[config.mk]
export PLATFORM = sky130hd
export DESIGN_NAME = rmw_exec
export DESIGN_NICKNAME = d
export VERILOG_FILES = /design/src/rtl/rmw_pkg.sv /design/src/rtl/rmw_regfile.sv /design/src/rtl/rmw_alu.sv /design/src/rtl/rmw_status.sv /design/src/rtl/rmw_exec.sv
export SDC_FILE = /design/constraint.sdc
export NUM_CORES = 2
export LEC_CHECK = 0
export ABC_AREA = 1
export ABC_CLOCK_PERIOD_IN_PS = 13250
export BUFFER_PORTS_ARGS = -buffer_cell sky130_fd_sc_hd__buf_2
export CAP_MARGIN = 25
export CORE_MARGIN = 2
export CORE_UTILIZATION = 40
export DETAILED_ROUTE_END_ITERATION = 10
export GPL_ROUTABILITY_DRIVEN = 0
export PLACE_DENSITY = 0.65
export SYNTH_ARGS = -nofsm -noshare
export SYNTH_HDL_FRONTEND = slang
export SYNTH_SLANG_ARGS = --single-unit
[constraint.sdc]
create_clock -name clk -period 13.25 [get_ports clk]
set_input_delay 1.9875 -clock clk [delete_from_list [all_inputs] [get_ports clk]]
set_output_delay 1.9875 -clock clk [all_outputs]
set_load 0.02 [all_outputs]
[src/rtl/rmw_pkg.sv]
// Package: shared widths and the operation code type of the execute stage.
// Assumes a byte datapath whose half-carry comes out of the low nibble.
package rmw_pkg;
    localparam int DATA_W = 8;
    localparam int ADDR_W = 7;
    localparam int NIB_W  = 4;

    typedef enum logic [3:0] {
        OP_MOVF  = 4'd0,
        OP_ADD   = 4'd1,
        OP_SUB   = 4'd2,
        OP_AND   = 4'd3,
        OP_OR    = 4'd4,
        OP_XOR   = 4'd5,
        OP_INC   = 4'd6,
        OP_DEC   = 4'd7,
        OP_COM   = 4'd8,
        OP_CLR   = 4'd9,
        OP_MOVWF = 4'd10
    } op_e;
endpackage

[src/rtl/rmw_regfile.sv]
// Module: file register array with one asynchronous read port and one
// synchronous write port. Each entry is its own register with its own
// write enable. Assumes at most one write per cycle.
module rmw_regfile #(
    parameter int DATA_W = 8,
    parameter int ADDR_W = 7
) (
    input  logic              clk,
    input  logic              rst_n,
    input  logic [ADDR_W-1:0] rd_addr,
    output logic [DATA_W-1:0] rd_data,
    input  logic              wr_en,
    input  logic [ADDR_W-1:0] wr_addr,
    input  logic [DATA_W-1:0] wr_data
);
    localparam int DEPTH = 1 << ADDR_W;

    logic [DATA_W-1:0] mem [DEPTH];

    genvar gi;
    generate
        for (gi = 0; gi < DEPTH; gi++) begin : g_entry
            // Hold one entry; load it when the write targets this index.
            always_ff @(posedge clk) begin
                if (!rst_n)
                    mem[gi] <= '0;
                else if (wr_en && (wr_addr == ADDR_W'(gi)))
                    mem[gi] <= wr_data;
            end
        end
    endgenerate

    // Present the addressed entry as it stands before any write this cycle.
    always_comb rd_data = mem[rd_addr];

    p_write_lands_r4: assert property (@(posedge clk) disable iff (!rst_n)
        wr_en |=> mem[$past(wr_addr)] == $past(wr_data));
endmodule

[src/rtl/rmw_alu.sv]
// Module: combinational operation unit. It takes the value read from the
// file register (f) and W, and returns the result, the candidate flags,
// which flags the operation updates, and whether a write-back is due.
// Assumes op is a defined value whenever the caller uses the outputs.
module rmw_alu
    import rmw_pkg::*;
#(
    parameter int DW = 8,
    parameter int NW = 4
) (
    input  logic [3:0]    op,
    input  logic [DW-1:0] f,
    input  logic [DW-1:0] w,
    output logic [DW-1:0] res,
    output logic          wr,
    output logic          upd_z,
    output logic          upd_cd,
    output logic          z_n,
    output logic          c_n,
    output logic          dc_n
);
    localparam logic [DW:0] ONE_W = (DW+1)'(1);
    localparam logic [NW:0] ONE_N = (NW+1)'(1);

    logic [DW:0] add_full, sub_full;
    logic [NW:0] add_nib, sub_nib;

    // Wide adders expose the carry out of the top bit and of the low nibble.
    always_comb begin
        add_full = {1'b0, f} + {1'b0, w};
        sub_full = {1'b0, f} + {1'b0, ~w} + ONE_W;
        add_nib  = {1'b0, f[NW-1:0]} + {1'b0, w[NW-1:0]};
        sub_nib  = {1'b0, f[NW-1:0]} + {1'b0, ~w[NW-1:0]} + ONE_N;
    end

    // Select the result and which flags the operation touches.
    always_comb begin
        res    = '0;
        wr     = 1'b1;
        upd_z  = 1'b1;
        upd_cd = 1'b0;
        c_n    = 1'b0;
        dc_n   = 1'b0;
        case (op_e'(op))
            OP_MOVF:  res = f;
            OP_ADD: begin
                res    = add_full[DW-1:0];
                upd_cd = 1'b1;
                c_n    = add_full[DW];
                dc_n   = add_nib[NW];
            end
            OP_SUB: begin
                res    = sub_full[DW-1:0];
                upd_cd = 1'b1;
                c_n    = sub_full[DW];
                dc_n   = sub_nib[NW];
            end
            OP_AND:   res = f & w;
            OP_OR:    res = f | w;
            OP_XOR:   res = f ^ w;
            OP_INC:   res = f + DW'(1);
            OP_DEC:   res = f - DW'(1);
            OP_COM:   res = ~f;
            OP_CLR:   res = '0;
            OP_MOVWF: begin
                res   = w;
                upd_z = 1'b0;
            end
            default: begin
                wr    = 1'b0;
                upd_z = 1'b0;
            end
        endcase
    end

    // The zero flag candidate follows the selected result.
    always_comb z_n = (res == '0);
endmodule

[src/rtl/rmw_status.sv]
// Module: zero, carry and digit-carry flag registers. A flag loads only
// when its update enable is high; otherwise it holds its value.
module rmw_status (
    input  logic clk,
    input  logic rst_n,
    input  logic upd_z,
    input  logic upd_cd,
    input  logic z_n,
    input  logic c_n,
    input  logic dc_n,
    output logic z_q,
    output logic c_q,
    output logic dc_q
);
    // Zero flag register.
    always_ff @(posedge clk) begin
        if (!rst_n)     z_q <= 1'b0;
        else if (upd_z) z_q <= z_n;
    end

    // Carry and digit-carry registers, updated together by add and subtract.
    always_ff @(posedge clk) begin
        if (!rst_n) begin
            c_q  <= 1'b0;
            dc_q <= 1'b0;
        end else if (upd_cd) begin
            c_q  <= c_n;
            dc_q <= dc_n;
        end
    end

    p_cd_hold_r7: assert property (@(posedge clk) disable iff (!rst_n)
        !upd_cd |=> ($stable(c_q) && $stable(dc_q)));
endmodule

[src/rtl/rmw_exec.sv]
// Module: execute stage top. It reads the addressed file register in the
// same cycle the instruction is valid, runs the operation with W, and
// commits the result to W or to the file register at the closing edge.
// Assumes one fully decoded instruction per cycle.
module rmw_exec
    import rmw_pkg::*;
#(
    parameter int DW = DATA_W,
    parameter int AW = ADDR_W,
    parameter int NW = NIB_W
) (
    input  logic          clk,
    input  logic          rst_n,
    input  logic          ins_valid,
    input  logic [3:0]    ins_op,
    input  logic [AW-1:0] ins_faddr,
    input  logic          ins_dest,
    output logic          rd_stb,
    output logic [AW-1:0] rd_addr,
    output logic [DW-1:0] rd_data,
    output logic [DW-1:0] w_out,
    output logic          z_flag,
    output logic          c_flag,
    output logic          dc_flag
);
    logic [DW-1:0] w_q, f_val, alu_res;
    logic alu_wr, alu_upd_z, alu_upd_cd, alu_z, alu_c, alu_dc;
    logic file_we, w_we;

    // Read strobe and address go out on every valid instruction.
    always_comb begin
        rd_stb  = ins_valid;
        rd_addr = ins_faddr;
        rd_data = f_val;
    end

    // Route the write-back by the destination select.
    always_comb begin
        file_we = ins_valid && alu_wr && ins_dest;
        w_we    = ins_valid && alu_wr && !ins_dest;
    end

    rmw_regfile #(.DATA_W(DW), .ADDR_W(AW)) u_rf (
        .clk(clk), .rst_n(rst_n),
        .rd_addr(ins_faddr), .rd_data(f_val),
        .wr_en(file_we), .wr_addr(ins_faddr), .wr_data(alu_res)
    );

    rmw_alu #(.DW(DW), .NW(NW)) u_alu (
        .op(ins_op), .f(f_val), .w(w_q), .res(alu_res),
        .wr(alu_wr), .upd_z(alu_upd_z), .upd_cd(alu_upd_cd),
        .z_n(alu_z), .c_n(alu_c), .dc_n(alu_dc)
    );

    rmw_status u_st (
        .clk(clk), .rst_n(rst_n),
        .upd_z(ins_valid && alu_upd_z), .upd_cd(ins_valid && alu_upd_cd),
        .z_n(alu_z), .c_n(alu_c), .dc_n(alu_dc),
        .z_q(z_flag), .c_q(c_flag), .dc_q(dc_flag)
    );

    // Working register, loaded when W is the destination.
    always_ff @(posedge clk) begin
        if (!rst_n)    w_q <= '0;
        else if (w_we) w_q <= alu_res;
    end

    always_comb w_out = w_q;

    p_file_dest_keeps_w_r3: assert property (@(posedge clk) disable iff (!rst_n)
        (ins_valid && ins_dest) |=> $stable(w_q));
    p_w_dest_takes_res_r3: assert property (@(posedge clk) disable iff (!rst_n)
        (ins_valid && !ins_dest && alu_wr) |=> (w_q == $past(alu_res)));
    p_idle_keeps_state_r9: assert property (@(posedge clk) disable iff (!rst_n)
        !ins_valid |=> ($stable(w_q) && $stable(z_flag) && $stable(c_flag)));
    p_clr_sets_z_r8: assert property (@(posedge clk) disable iff (!rst_n)
        (ins_valid && ins_op == 4'd9) |=> z_flag);
endmodule

== Word level (Yosys, flattened, before mapping) ==
Memories as Yosys holds them, arrays and structs flattened.
Cells that the tools add are included.
W data, S select, Z words.

* Register bits: 11
* Memory bits (writable): 1024
* Input port bits: 15
* Logic and storage cells: 943
* Memories: 1

{| class="wikitable"
|+ Memories
! name !! words !! bits a word !! rd ports !! clocked after Yosys merged registers in !! wr ports !! RTL line !! RTL
|-
| u_rf.mem || 128 || 8 || 1 || 0 || 128 || rmw_regfile.sv:18 || <nowiki>logic [DATA_W-1:0] mem [DEPTH];</nowiki>
|}

* Add/sub/neg operators: 8
* Eq/ne operators: 137
* Mux-type cells: 519
* Bitwise operators: 134
* Reduce and logical (&&, ||, !) cells: 140

{| class="wikitable"
|+ Operator list
! operator !! number
|-
| $mux W8 || 128
|-
| $eq A7 B7 Y1 const B || 64
|-
| $mux W1 || 388
|-
| $eq A7 B6 Y1 const B || 32
|-
| $logic_and A1 B1 Y1 || 133
|-
| $or A1 B1 Y1 || 128
|-
| $eq A7 B5 Y1 const B || 16
|-
| $pmux W8 S10 || 1
|-
| $eq A7 B4 Y1 const B || 8
|-
| $eq A7 B3 Y1 const B || 4
|-
| $add A8 B8 Y9 || 2
|-
| $eq A4 B3 Y1 const B || 4
|-
| $not A8 Y8 || 2
|-
| $eq A7 B2 Y1 const B || 2
|-
| $eq A4 B4 Y1 const B || 3
|-
| $reduce_or A11 Y1 || 1
|-
| $add A4 B4 Y5 || 2
|-
| $reduce_or A10 Y1 || 1
|-
| $add A9 B1 Y9 const B || 1
|-
| $add A8 B1 Y8 const B || 1
|-
| $and A8 B8 Y8 || 1
|-
| $eq A4 B2 Y1 const B || 2
|-
| $logic_not A8 Y1 || 1
|-
| $or A8 B8 Y8 || 1
|-
| 11 further kinds || 12
|}

== Logic depth before layout (Yosys ltp) ==
* Depth in word-level cells: 10
* Depth in mapped cells: 38
* Gate-level depth less buffers: 35

== Hierarchy ==
A second synthesis with hierarchy kept.

* Cells, all modules: 5358
* Area total of the unflattened synthesis: 49459.9 um^2

{| class="wikitable"
|+ Modules (own cells, without submodules)
! module !! instances !! cells an instance !! area each (um^2)
|-
| rmw_regfile || 1 || 4920 || 47085.2
|-
| rmw_alu || 1 || 354 || 1823.0
|-
| rmw_exec || 1 || 66 || 435.4
|-
| rmw_status || 1 || 18 || 116.4
|}

== Worst setup path before layout ==
Ideal clock, no wire load.

* Path kind: input -> register
* Start: input ins_faddr[1]
* End: memory u_rf.mem[105][6], data pin
* Data arrival time: 5.480 ns
* Required time: 13.000 ns
* Slack: 7.520 ns
* Cell stages on the path: 33
* Path through: buf_6 nand2_4 inv_2 buf_6 buf_6 buf_2 a22oi_1 nand2_1 nand2_1 nand2_1 o21ai_1 nand3_1 nand2_1 inv_1 fa_1 nand2_1 nand2_1 nand2_1 nand2_1 nand2_1 inv_1 o21ai_0 nand3b_1 nand3_1 nand2_1 nor2_1 nand2_1 nor2_1 inv_2 buf_2 buf_4 nand2_1 inv_1

{| class="wikitable"
|+ RTL lines
! item !! RTL line !! RTL
|-
| from (decl) || rmw_exec.sv:16 || <nowiki>input logic [AW-1:0] ins_faddr,</nowiki>
|-
| to (decl) || rmw_regfile.sv:18 ||
|}

==> out/metrics.cfg <==
[final_layout]
nNetsFinal = 5972
stdcell_count = 7753
area_growth_pct = 10.2
utilization_pct = 44.3
final_common_cell = nand2_1
drive_gt1_share_pct = 8.39
final_cell_mix = nand2_1, edfxtp_1, inv_1

[pwr]
p_leak_nw = 26.8
p_per_area_nw_per_um2 = 132
ir_drop_uv = 98.6

[logic_synthesis]
yosysWarnings = 0
avgSynthCellArea_sq_um = 8.75
synth_nets = 5982
syn_area_sq_um = 51900
synth_enable_flop_cells = 1024
synthFlopType = edfxtp_1
async_reset_ff_share_pct = 0
yosys_register_bits = 1035
synth.yosys.seq_area_share_pct = 59.7
syn-instance-count = 5932
yosysUniqueCellTypes = 42

[routing]
postRouteAntennaNets = 0
wl_um = 155000
drcViolationCount = 0
wl_per_cell_um = 20.1
firstDrtPassIters = 9
vias = 40400
drtIter0Drc = 5558
viasPerCell = 5.21

[grt]
grt-busiest-layer = met2
antenna_found_initial = 4
gr-usage-met3_pct = 4.27
grt_pass1_vias = 39000
grt_usage_pct = 23.2
grt_start_max_net_pins = 136
grt_util_met2_pct = 38.0
met1_usage_pct = 30.4
grt_pass1_wl_um = 234000
overflow = 0

[clock_network]
cts_setup_buffers = 0
clk_path_buf_depth = 3
root_buffer = clkbuf_16
hold_buffers = 0
clock_sinks = 1035
htree_levels = 3
clock_latency_ns = 0.71
cts_resized = 0
numCtsBuffers = 112
cts_tree = built
clk_pin_slew_ns = 0.06

[timing]
fin_setup_tns_ns = 0
worstMarginPinSlew_ns = 1.14
setup_viol = 0
finalHoldViolCount = 0
finalWorstSetupSlack_ns = 4.84
relSlewSlack_pct = 24.2
slew_viol_final = 0
holdWs_ns = 0.574
finalCriticalPeriod_ns = 8.41
post-route-period-util_pct = 63.5
maxClockFrequency_ghz = 0.119
skew_ns = 0.0292
grt_setup_unrepaired = no

[setup_path]
crit_path_max_fanout = 63
cp.required_ns = 13.67
path_class = in -> reg
cp-start-kind = input pin
cp-end-kind = register
critical_path_arrival_ns = 8.83

[placed_design]
portBuffers = 41
hpwl_um = 96100
dp_slack_ns = 4.44
dp_cells = 7527

[floorplanning]
die_area_sq_um = 133000
start_util_pct = 40.2
fp.dieH_um = 364
ios = 42
fp-row-count = 132
core_area_sq_um = 129000
fp.dieW_um = 364

[flow_run]
drv_cap = 0

[worst_hold_path]
min_path_type = reg -> reg

[status]
status = finished, final reports clean

## area by class of cell
type	instances	area (sq um)
Fill cell	12500	72000
Sequential cell	1035	31000
Multi-Input combinational cell	3657	15600
Inverter	889	3390
Clock buffer	136	2910
Tap cell	1742	2180
Timing Repair Buffer	227	1610
Clock inverter	65	529
Antenna cell	2	5.00
## where the power goes
group | internal, mW | leakage, nW | switching [mW]
Clock | 1.71 | 1.70 | 1.31
Sequential | 3.70 | 10.7 | 0.0352
Combinational | 0.162 | 14.4 | 0.664
Total | 5.57 | 26.8 | 2.01
## Yosys cell counts, types with 2 or more instances
library cell / number / area, sq um
buf_8: 8 / 120
nor4_1: 2 / 12.5
o211ai_1: 2 / 15.0
a221oi_1: 3 / 26.3
buf_2: 123 / 616
o22ai_1: 7 / 43.8
inv_2: 21 / 78.8
a22oi_1: 82 / 616
a21boi_0: 2 / 15.0
buf_6: 35 / 394
inv_1: 865 / 3250
nor2_1: 478 / 1790
o21ai_0: 161 / 806
dfxtp_1: 11 / 220
or2_2: 4 / 25.0
edfxtp_1: 1024 / 30700
nand3_1: 89 / 445
nor3_1: 131 / 656
o21ai_1: 16 / 80.1
nor2_4: 3 / 33.8
buf_1: 19 / 71.3
ha_1: 32 / 400
nor2_2: 84 / 526
nand2_1: 2385 / 8950
nand2_2: 2 / 12.5
clkbuf_1: 107 / 402
clkinv_1: 2 / 7.51
a21oi_1: 51 / 255
a211oi_1: 2 / 15.0
a31oi_1: 3 / 18.8
nand4_1: 107 / 669
fa_1: 3 / 60.1
buf_4: 59 / 443
## sequential cells by signal (all words and copies together), names as in the netlist
register and cells:
u_st.z_q 1, u_st.dc_q 1, u_st.c_q 1, w_out 8
u_rf.mem 1024
## worst max-delay path: stages
cell and delay (ns):
buf_6 0.39, inv_6 0.34, nor2_4 0.54, buf_4 0.59
buf_4 0.49, nand2_1 0.10, nand4_1 0.10, nand2_1 0.10
nand2_1 0.13, o21ai_0 0.34, nand2_1 0.21, nor2_2 0.09
nand2_1 0.27, inv_1 0.09, ha_1 0.33, nor2_1 0.18
nand3_1 0.08, o21ai_0 0.28, a21boi_0 0.14, o21ai_0 0.09
o211ai_1 0.11, nor2_1 0.16, nand2_2 0.12, inv_6 0.59
buf_4 0.70, nor2_1 0.10
## kinds of logic (layout without fill, tap and decap cells)
group	after synthesis	count (layout)	synth area share, %
AND/OR/NAND/NOR	3288	3288	25.3
buffers and inverters	1240	1317	10.4
flip-flops	1035	1035	59.7
AO/OA/AOI/OAI	334	334	3.72
adder cells (fa/ha/maj)	35	35	0.887
other	0	2	0
## stage by stage
step,power [mW],instance area [sq um]
6_report,7.57,57200
5_1_grt,7.77,57200
4_1_cts,7.58,57000
3_5_place_dp,4.61,53600
3_3_place_gp,4.58,53000
2_1_floorplan,4.33,51900
## metal layers
metal	up-vias	wire length [um]
met2	2109	72300
met1	19300	60700
li1	18700	-
met3	389	15700
met5	-	13
met4	2	6810
## worst paths after layout
kind | from | slack (ns) | endpoint | cells after the start
max | ins_faddr[0] | 4.84 | u_rf.mem[6][7] | 26
min | u_st.c_q | 0.57 | u_st.c_q | 2
max reg2reg | u_rf.mem[24][1] | 7.65 | u_rf.mem[76][6] | 31
min reg2reg | u_st.c_q | 0.57 | u_st.c_q | 2
(Power assumes the default switching activity.)
